--- config.mk ---
export PLATFORM = sky130hd
export DESIGN_NAME = cmpflag_unit
export DESIGN_NICKNAME = d
export VERILOG_FILES = /design/src/rtl/cmpflag_pkg.sv /design/src/rtl/cmpflag_decode.sv /design/src/rtl/cmpflag_core.sv /design/src/rtl/cmpflag_unit.sv
export SDC_FILE = /design/constraint.sdc
export NUM_CORES = 1
export LEC_CHECK = 0
export ABC_AREA = 1
export BUFFER_PORTS_ARGS = -buffer_cell sky130_fd_sc_hd__clkbuf_2
export CAP_MARGIN = 20
export CORE_MARGIN = 2
export CORE_UTILIZATION = 39
export DETAILED_ROUTE_END_ITERATION = 12
export HOLD_SLACK_MARGIN = 0.08
export PLACE_DENSITY_LB_ADDON = 0.08
export SLEW_MARGIN = 5
export SYNTH_ARGS = -nofsm -noshare
export SYNTH_HDL_FRONTEND = slang
export SYNTH_SLANG_ARGS = --single-unit
--- constraint.sdc ---
create_clock -name clk -period 2.6 [get_ports clk]
set_input_delay 0.52 -clock clk [delete_from_list [all_inputs] [get_ports clk]]
set_output_delay 0.52 -clock clk [all_outputs]
set_load 0.02 [all_outputs]
--- src/rtl/cmpflag_pkg.sv ---
package cmpflag_pkg;

  typedef enum logic [2:0] {
    REL_EQ = 3'd0,
    REL_NE = 3'd1,
    REL_GT = 3'd2,
    REL_GE = 3'd3,
    REL_LT = 3'd4,
    REL_LE = 3'd5
  } rel_e;

  typedef struct packed {
    logic legal;
    logic is_signed;
    rel_e rel;
  } cond_dec_t;

endpackage

--- src/rtl/cmpflag_decode.sv ---
module cmpflag_decode #(
  parameter int COND_W = 5
) (
  input  logic [COND_W-1:0]    code,
  output cmpflag_pkg::cond_dec_t dec
);
  import cmpflag_pkg::*;

  // Low three bits name the relation; bit 3 picks signed ordering.
  // Signed forms exist only for the ordered relations (low bits 2..5).
  logic [2:0] low;
  logic       sgn;
  logic       upper_zero;

  assign low = code[2:0];
  assign sgn = code[3];

  generate
    if (COND_W > 4) begin : g_upper
      assign upper_zero = (code[COND_W-1:4] == '0);
    end else begin : g_no_upper
      assign upper_zero = 1'b1;
    end
  endgenerate

  always_comb begin
    dec.is_signed = sgn;
    dec.rel       = rel_e'(low);
    dec.legal     = upper_zero && (low <= 3'd5) && (!sgn || low >= 3'd2);
    if (!dec.legal) dec.rel = REL_EQ;
  end

endmodule

--- src/rtl/cmpflag_core.sv ---
module cmpflag_core #(
  parameter int DATA_W = 32,
  parameter int IMM_W  = 16
) (
  input  logic              use_imm,
  input  logic [DATA_W-1:0] a,
  input  logic [DATA_W-1:0] b_reg,
  input  logic [IMM_W-1:0]  imm,
  input  logic              is_signed,
  input  cmpflag_pkg::rel_e rel,
  output logic              result
);
  import cmpflag_pkg::*;

  logic [DATA_W-1:0] b_imm;
  logic [DATA_W-1:0] b;
  logic [DATA_W-1:0] a_bias;
  logic [DATA_W-1:0] b_bias;
  logic              eq;
  logic              lt;

  // Immediate widened with its own sign bit for every relation.
  generate
    if (DATA_W > IMM_W) begin : g_sext
      assign b_imm = {{(DATA_W-IMM_W){imm[IMM_W-1]}}, imm};
    end else begin : g_trunc
      assign b_imm = imm[DATA_W-1:0];
    end
  endgenerate

  assign b = use_imm ? b_imm : b_reg;

  // Flipping the sign bit turns a signed order into an unsigned one,
  // so one magnitude comparator serves both flavours.
  assign a_bias = {a[DATA_W-1] ^ is_signed, a[DATA_W-2:0]};
  assign b_bias = {b[DATA_W-1] ^ is_signed, b[DATA_W-2:0]};

  assign eq = (a == b);
  assign lt = (a_bias < b_bias);

  always_comb begin
    unique case (rel)
      REL_EQ:  result = eq;
      REL_NE:  result = !eq;
      REL_GT:  result = !lt && !eq;
      REL_GE:  result = !lt;
      REL_LT:  result = lt;
      REL_LE:  result = lt || eq;
      default: result = 1'b0;
    endcase
  end

endmodule

--- src/rtl/cmpflag_unit.sv ---
module cmpflag_unit #(
  parameter int DATA_W = 32,
  parameter int IMM_W  = 16,
  parameter int COND_W = 5
) (
  input  logic              clk,
  input  logic              rst,
  input  logic              in_valid,
  input  logic [COND_W-1:0] cond_code,
  input  logic              use_imm,
  input  logic [DATA_W-1:0] opa,
  input  logic [DATA_W-1:0] opb,
  input  logic [IMM_W-1:0]  imm,
  output logic              flag_we,
  output logic              flag_q,
  output logic              cond_illegal
);
  import cmpflag_pkg::*;

  cond_dec_t dec;
  logic      cmp_res;
  logic      armed;

  cmpflag_decode #(.COND_W(COND_W)) u_dec (
    .code (cond_code),
    .dec  (dec)
  );

  cmpflag_core #(.DATA_W(DATA_W), .IMM_W(IMM_W)) u_core (
    .use_imm   (use_imm),
    .a         (opa),
    .b_reg     (opb),
    .imm       (imm),
    .is_signed (dec.is_signed),
    .rel       (dec.rel),
    .result    (cmp_res)
  );

  always_ff @(posedge clk) begin
    if (rst) begin
      flag_q       <= 1'b0;
      flag_we      <= 1'b0;
      cond_illegal <= 1'b0;
      armed        <= 1'b0;
    end else begin
      armed        <= 1'b1;
      flag_we      <= in_valid && dec.legal;
      cond_illegal <= in_valid && !dec.legal;
      if (in_valid && dec.legal) flag_q <= cmp_res;
    end
  end

  // outputs are cleared one cycle after reset is seen
  a_r1_reset_clear: assert property (@(posedge clk)
    rst |=> (!flag_q && !flag_we && !cond_illegal));

  // a request with a legal code produces a write pulse next cycle
  a_r7_we_follows_valid: assert property (@(posedge clk) disable iff (rst)
    (in_valid && dec.legal) |=> flag_we);

  // without a write pulse the flag is unchanged
  a_r8_flag_hold: assert property (@(posedge clk) disable iff (rst)
    (armed && !flag_we) |-> (flag_q == $past(flag_q)));

  // illegal pulse and write pulse never coincide
  a_r9_no_write_on_illegal: assert property (@(posedge clk) disable iff (rst)
    $onehot0({flag_we, cond_illegal}));

  // an undefined code never produces a write
  a_r9_illegal_blocks_we: assert property (@(posedge clk) disable iff (rst)
    (in_valid && !dec.legal) |=> (cond_illegal && !flag_we));

endmodule

Yosys cells after proc, flatten, opt, wreduce, memory -nomap -nowiden

Cells that the tools add are included.

Bits of input ports: 89
Output and inout port bits: 3
Register bits after elaboration: 3
Logic and storage cells: 30

Bitwise operators: 3
Equal/unequal tests: 6
$lt $le $gt $ge: 3
Multiplexer cells: 3
Reductions and logical operators: 12

Operators by type and width:

| operator                                             | number |
|---|---|
| equality test 32 bit                                 | 1 |
| less-than comparator 32 bit                          | 1 |
| 2-to-1 mux 32 bit                                    | 1 |
| equality test 3 x 2 -> 1 bit (second input constant) | 2 |
| equality test 3 bit (second input constant)          | 2 |
| one-hot mux 1 bit (6 select lines)                   | 1 |
| logical AND 1 bit                                    | 5 |
| zero test 1 bit                                      | 4 |
| equality test 3 x 1 -> 1 bit (second input constant) | 1 |
| >= comparator 3 x 2 -> 1 bit (second input constant) | 1 |
| <= comparator 3 bit (second input constant)          | 1 |
| zero test 3 bit                                      | 1 |
| 2-to-1 mux 3 bit                                     | 1 |
| logical OR 1 bit                                     | 2 |
| XOR 1 bit                                            | 2 |
| inverter 1 bit                                       | 1 |

Depth between registers and ports, before layout

Gate-level depths: netlist of run 1.

Depth in word-level cells: 6
Gate-level depth with buffers: 20
Depth with buffers taken out: 19

Modules after synthesis

Synthesis of run 1 repeated with hierarchy kept, for this count alone.

Cells, all modules: 226
Area total of the unflattened synthesis: 1487.7 um^2

By module, submodules not included:

| module         | times used | area each (um^2) | sequential area each (um^2) | cells an instance |
|---|---|---|---|---|
| cmpflag_core   | 1          | 1342.5           | 0.0                         | 202 |
| cmpflag_unit   | 1          | 97.6             | 60.1                        | 13 |
| cmpflag_decode | 1          | 47.5             | 0.0                         | 11 |

Worst setup path before layout of run 1

No wires, ideal clock.

Path type: input-to-reg
From: input use_imm
To: register flag_q
Arrival: 2.315 ns
Required time: 2.483 ns
Path slack: 0.168 ns
Buffers on the path: 2
Setup time: 0.117 ns
Stages: 18
Cell sequence: buf_6 nand2_1 inv_1 clkbuf_1 a21oi_1 ha_1 nand2_1 inv_1 o21ai_1 nand2_1 nand2_1 nand2_1 a21oi_1 nand2_1 nand2_1 nand2_1 nand2_1 a21oi_1

Word-level cells in the longest chain between the ends: 6
Elaborated cells on any way between the ends: 9
Classes of those cells: 1 x order compare; 1 x eq/ne; 2 x mux; 1 x bitwise; 4 x reduce/logical

RTL lines:

| element                                | line                                   | text |
|---|---|---|
| start: declaration                     | cmpflag_unit.sv:10                     | `input logic use_imm,` |
| 2-to-1 mux 32 bit (*)                  | cmpflag_core.sv:31                     | `assign b = use_imm ? b_imm : b_reg;` |
| XOR 1 bit                              | cmpflag_core.sv:36                     | `assign b_bias = {b[DATA_W-1] ^ is_signed, b[DATA_W-2:0]};` |
| less-than comparator 32 bit            | cmpflag_core.sv:39                     | `assign lt = (a_bias < b_bias);` |
| zero test 1 bit                        | cmpflag_core.sv:45, cmpflag_core.sv:46 |  |
| logical AND 1 bit                      | cmpflag_core.sv:45                     | `REL_GT: result = !lt && !eq;` |
| one-hot mux 1 bit (6 select lines) (*) | cmpflag_core.sv:42                     | `unique case (rel)` |
| end signal: assignment                 | cmpflag_unit.sv:49                     | `if (in_valid && dec.legal) flag_q <= cmp_res;` |
| end: declaration                       | cmpflag_unit.sv:15                     | `output logic flag_q,` |

Mark *: on every way between the ends. The rest lies on a longest branch, timed or not.
A chain may end at the register's enable or synchronous reset.

Final worst setup path of run 1

Ends and elaborated chain as after synthesis.

==> results of run 1 <==
## routing by layer
layer	GRT usage, %	vias to the layer above	share of wire (%)	routed length, um
met1	22.99	732	49	1691
met4	1.563	0	0	0
met2	29.90	53	44	1510
met5	0	-	0	0
met3	2.055	0	7.5	261
li1	-	949	-	-
## through the flow
step                cell area (um2)  cells  util [%]
CTS                            2021    366     55.61
finish                         2021    366     55.61
global placement               1976    362     54.37
global route                   2021    366     55.61
floorplan                      1456    225         -
detailed placement             1976    362     54.37
## placed cells by master (no fill, tap or decap), types with 2 or more instances in the layout
master and instances:
inv_1 16, clkbuf_2 91, nand3_1 8, mux2i_1 14, o21ai_0 2, nand2_1 59, o21a_1 2, a21oi_1 35
clkinv_1 2, nor2_1 19, dfxtp_1 3, nand4_1 3, inv_2 5, nor3_1 2, a21o_1 2, clkbuf_8 3
o21ai_1 2, ha_1 40
## final cells by class
| type | count | area [um2] |
|---|---|---|
| timing repair buffer | 93 | 483.0 |
| tap | 48 | 60.06 |
| multi-input combinational | 194 | 1280 |
| inverter | 24 | 92.59 |
| sequential | 3 | 60.06 |
| fill | 412 | 1613 |
| clock buffer | 4 | 45.04 |
## flip-flops by register name, indices dropped and copies added, names as in the netlist
signal / count
flag_q: 1
cond_illegal: 1
flag_we: 1
## power breakdown
group	total (mW)	internal, mW	switching, mW
clock	0.135	0.105	0.0304
sequential	0.0497	0.0489	0.000770
combinational	0.321	0.155	0.167
total	0.506	0.308	0.198
## worst max path at each step
stage          depth (start not counted)             endpoint     from  slack (ns)
6_report                              15  flag_q$_SDFFE_PP0P_  use_imm        0.35
5_1_grt                               17  flag_q$_SDFFE_PP0P_  use_imm        0.09
4_1_cts                               15  flag_q$_SDFFE_PP0P_  use_imm        0.33
3_5_place_dp                          15  flag_q$_SDFFE_PP0P_  use_imm        0.11
3_3_place_gp                          15  flag_q$_SDFFE_PP0P_  use_imm        0.15
2_1_floorplan                         18  flag_q$_SDFFE_PP0P_  use_imm        0.17
## cells by family (layout without fill, tap and decap cells)
family                   count (synthesis)  count (layout)  share of synthesized area [%]
AND/OR/NAND/NOR                         95              95                          27.23
AO/OA/AOI/OAI                           43              43                          15.46
multiplexers                            14              14                          9.622
adder cells (fa/ha/maj)                 40              40                          34.36
XOR/XNOR                                 2               2                          1.203
flip-flops                               3               3                          4.124
buffers and inverters                   28             121                          7.990
==> results.cfg, run 1 <==
[outcome]
outcome = completed

[worst_setup_path]
crit_slowest_cell = ha_1
required_ns = 2.70
cp_cell_sequence = clkbuf_2 -> nand2_1 -> inv_1 -> buf_12 -> a21oi_1 -> ha_1 -> a21o_1 -> o21ai_1 -> nand2_1 -> a21oi_1 -> nand2_1 -> nand2_1 -> nand2_1 -> nand2_1 -> a21oi_1
critical_path_buf_inv_count = 3
crit_path_end_kind = flip-flop
reg2reg_slack_ns = 1.90
crit_top_cell = nand2_1
cp_data_arrival_time_ns = 2.35
cpLargestDelayFamily = compound AO/OA/AOI/OAI gates
cpPeakStageDelay_ns = 0.29
path_max_fanout = 16
r2r_start = flag_q$_SDFFE_PP0P_
r2r_cells = 4
reg2reg_to = flag_q$_SDFFE_PP0P_
criticalPathCategory = input port to flip-flop
startpoint_type = input port

[global_route]
grt_antenna_before_repair = 0
grt_pass1_wl_um = 5961
grt_overflow_total = 0
grt_usage_pct = 16.95
grt_pass1_vias = 1557
grt_max_degree = 19

[floorplan]
die_h_um = 65.11
die_area_mm2 = 0.004239
ios = 92
core_mm2 = 0.003633
core.rowCount = 22
die_x_um = 65.11
initial_core_util_pct = 40.08

[hold_path]
hold_path_class = input port to flip-flop
hold_start = rst
whs_path_depth = 2
holdPathEnd = flag_we$_SDFF_PP0_

[synth]
yosysTopAreaCellShare_pct = 34.36
synthesis.area_mm2 = 0.001456
yosysUniqueCellTypes = 26
syn_area_per_cell_um2 = 6.473
ys_seq_elements = 3
synth_ff_type = dfxtp_1
async_flop_share_pct = 0
yosys_warnings = 0
ys_top_cells_by_count = 59 x nand2_1, 40 x ha_1, 35 x a21oi_1
synth.area.top_cells = ha_1 34%, nand2_1 15%, a21oi_1 12%
synth_top_area_cell = ha_1
postSynthCellCount = 225
yosysSeqAreaShare_pct = 4.124
synthMostInstantiatedCell = nand2_1
synth_edf_count = 0
synth_nets = 354

[sta]
max_slew.worst_pin.slew_ns = 0.1998
fin_skew_ns = 0
rsz0062_at_grt = no
setup_ws_ns = 0.3474
final_hold_viol_count = 0
finalSetupViolCount = 0
slew_violations = 0
fmax_mhz = 443.9
max-slew-margin-rel_pct = 86.30
finalSetupTns_ns = 0
fin_crit_sh_pct = 86.64
fin_crit_ns = 2.253
hold_slack_ns = 0.4980

[placed_design]
portBuffers = 91
place_hpwl_um = 3196
gp_congestion = 0.7938
post-place-ws_ns = 0.1073

[clock_tree]
ctsLongestPathBuffers = 2
htreeDepth = 1
clock_latency_ns = 0.21
cts_setup_buffers = 0
hold_buffers = 0
clk_pin_slew_ns = 0.03
cts_buffers = 3
cts_tree = done
cts_root_buf = clkbuf_8
cts.sinks = 3
cts_resized = 0

[final_layout]
drive_gt1_share_pct = 33.02
syn_to_final_growth_pct = 38.75
fin_nets = 448
antenna_cells = 0

[routing]
num_vias = 1734
wl_per_cell_um = 9.459
firstDrtPassIters = 4
drc = 0
viasPerCell = 4.738
ant_nets = 0
drt_iter0_drc = 48
wirelength_um = 3462

[flow_run]
cap_violations = 0

[pwr]
power_density_mw_per_mm2 = 250.4
ir_drop_mv = 0.1884
leakage_nw = 1.223
fin_total_pwr_uw = 506.0
Note: power is estimated with default switching activity, not from simulation.
==> run 2: changes to the inputs <==
--- a/config.mk
+++ b/config.mk
@@ -9,7 +9,7 @@
 export BUFFER_PORTS_ARGS = -buffer_cell sky130_fd_sc_hd__clkbuf_2
 export CAP_MARGIN = 20
 export CORE_MARGIN = 2
-export CORE_UTILIZATION = 39
+export CORE_UTILIZATION = 44
 export DETAILED_ROUTE_END_ITERATION = 12
 export HOLD_SLACK_MARGIN = 0.08
 export PLACE_DENSITY_LB_ADDON = 0.08
==> constraint.sdc (replaced) <==
create_clock -name clk -period 2.4 [get_ports clk]
set_input_delay 0.48 -clock clk [delete_from_list [all_inputs] [get_ports clk]]
set_output_delay 0.48 -clock clk [all_outputs]
set_load 0.02 [all_outputs]
==> run 2 against run 1 <==
Compared with the run above:
- critical endpoint unchanged
- via count grew 0.46%
- clock power decreased by 34%
- combinational power grew 11%
- clock-buffer cell count stayed put
- die area decreased by 11%
- non-clock buffer count is 2 higher
- highest routed layer is now met4
- first-iteration DRC count rose by 4.2%
==> results.cfg, run 2 (same netlist as run 1, synthesis figures left out) <==
[floorplan]
ios = 92
die_h_um = 61.53
die_x_um = 61.53
core.rowCount = 20
core_mm2 = 0.003103
die_area_mm2 = 0.003786
initial_core_util_pct = 46.94

[worst_setup_path]
startpoint_type = input port
cp_cell_sequence = clkbuf_2 -> nand2_1 -> inv_1 -> buf_12 -> a21oi_1 -> ha_1 -> nand2_1 -> nor2_1 -> nand4_1 -> nor3_1 -> nand2_1 -> nand2_1 -> nand2_1 -> nand2_1 -> nand2_1 -> a21oi_1
crit_path_end_kind = flip-flop
reg2reg_slack_ns = 1.69
cpLargestDelayFamily = simple AND/OR/NAND/NOR gates
crit_top_cell = nand2_1
criticalPathCategory = input port to flip-flop
required_ns = 2.57
cp_data_arrival_time_ns = 2.33
critical_path_buf_inv_count = 3
crit_slowest_cell = ha_1
cpPeakStageDelay_ns = 0.30
path_max_fanout = 16

[global_route]
grt_pass1_vias = 1477
grt_usage_pct = 19.35
grt_util_met2_pct = 37.14
grt_antenna_before_repair = 0
grt_pass1_wl_um = 5720
met1_usage_pct = 24.09
grt_busiest_layer = met2
met3_usage_pct = 1.471
grt_max_degree = 19
grt_overflow_total = 0

[sta]
fin_skew_ns = 0
max-slew-margin-rel_pct = 82.42
fin_crit_sh_pct = 89.87
fin_crit_ns = 2.157
slew_violations = 0
max_slew.worst_pin.slew_ns = 0.2564
finalSetupTns_ns = 0
hold_slack_ns = 0.4282
rsz0062_at_grt = no
final_hold_viol_count = 0
finalSetupViolCount = 0
setup_ws_ns = 0.2431
fmax_mhz = 463.6

[placed_design]
portBuffers = 91
dp_cells = 360
post-place-ws_ns = -0.02544
gp_congestion = 0.8551
place_hpwl_um = 3220

[final_layout]
top_regs = cond_illegal (1), flag_q (1), flag_we (1)
final_cell_mix = 91 x clkbuf_2, 59 x nand2_1, 40 x ha_1, 34 x a21oi_1, 19 x nor2_1
final_common_cell = clkbuf_2
multi_input_area_mm2 = 0.001284
drive_gt1_share_pct = 33.75
fillCellCount = 335
fin_nets = 450
antenna_cells = 0
stdcell_count = 364
ff_latch_area_um2 = 60.06
syn_to_final_growth_pct = 39.26

[routing]
drt_iter0_drc = 50
drc = 0
wl_per_cell_um = 9.863
wirelength_um = 3590
num_vias = 1742
viasPerCell = 4.786
firstDrtPassIters = 4
ant_nets = 0

[clock_tree]
htreeDepth = 1
clock_latency_ns = 0.24
cts_setup_buffers = 0
cts_buffers = 3
clk_pin_slew_ns = 0.04
ctsLongestPathBuffers = 2
cts_tree = done
cts_root_buf = clkbuf_4
cts.sinks = 3

[flow_run]
cap_violations = 0

[pwr]
power_density_mw_per_mm2 = 246.7
leakage_nw = 1.229
ir_drop_mv = 0.3151
fin_total_pwr_uw = 500.4

[hold_path]
hold_path_class = input port to flip-flop

[outcome]
outcome = completed
[run 2: changes by cell type in the layout (fill, tap and decap cells not counted)]
| cell | before | now |
|---|---|---|
| buf_12 | 1 | 2 |
| a21oi_2 | 0 | 1 |
| a21oi_1 | 35 | 34 |
| clkbuf_4 | 0 | 3 |
| clkbuf_8 | 3 | 0 |
| buf_4 | 1 | 2 |
[run 2: final timing paths]
check                      startpoint             endpoint  cells after the start
setup / recovery              use_imm  flag_q$_SDFFE_PP0P_                     16
hold / removal                    rst   flag_we$_SDFF_PP0_                      2
setup reg to reg  flag_q$_SDFFE_PP0P_  flag_q$_SDFFE_PP0P_                      4
hold reg to reg   flag_q$_SDFFE_PP0P_  flag_q$_SDFFE_PP0P_                      4
[run 2: cell type report]
class	instances	share of cell area, %
repair buffers	95	25.17
clock buffers	4	1.295
flip-flops and latches	3	2.961
multi-input cells	194	63.29
inverters	24	4.565
well taps	44	2.714
[run 2: routing by layer]
| metal | share of wire (%) | wire (um) |
|---|---|---|
| met4 | 0.47 | 17 |
| met5 | 0 | 0 |
| met1 | 46 | 1648 |
| met3 | 5.8 | 210 |
| met2 | 48 | 1714 |
[run 2: where the power goes]
group	switching (mW)	internal (mW)
clock network	0.0268	0.0623
logic	0.186	0.172
registers	0.00102	0.0529
[run 2: timing repair]
action,in CTS,in global routing
hold buffers,0,0
endpoints found under the hold margin,0,0
endpoints found under the setup margin,0,1
gates resized for setup,0,1
[run 2: metrics by stage]
| step | instance area (um2) | util, % |
|---|---|---|
| floorplan | 1456 | - |
| finish | 2028 | 65.36 |
| detailed placement | 1998 | 64.40 |
| global route | 2028 | 65.36 |
| global placement | 1998 | 64.40 |
| CTS | 2024 | 65.24 |
[run 2: worst reg2reg max path: stages, from the launching register on]
cell     delay (ns)
dfxtp_1        0.33
inv_1          0.04
a21oi_1        0.14
inv_1          0.05
a21oi_1        0.10
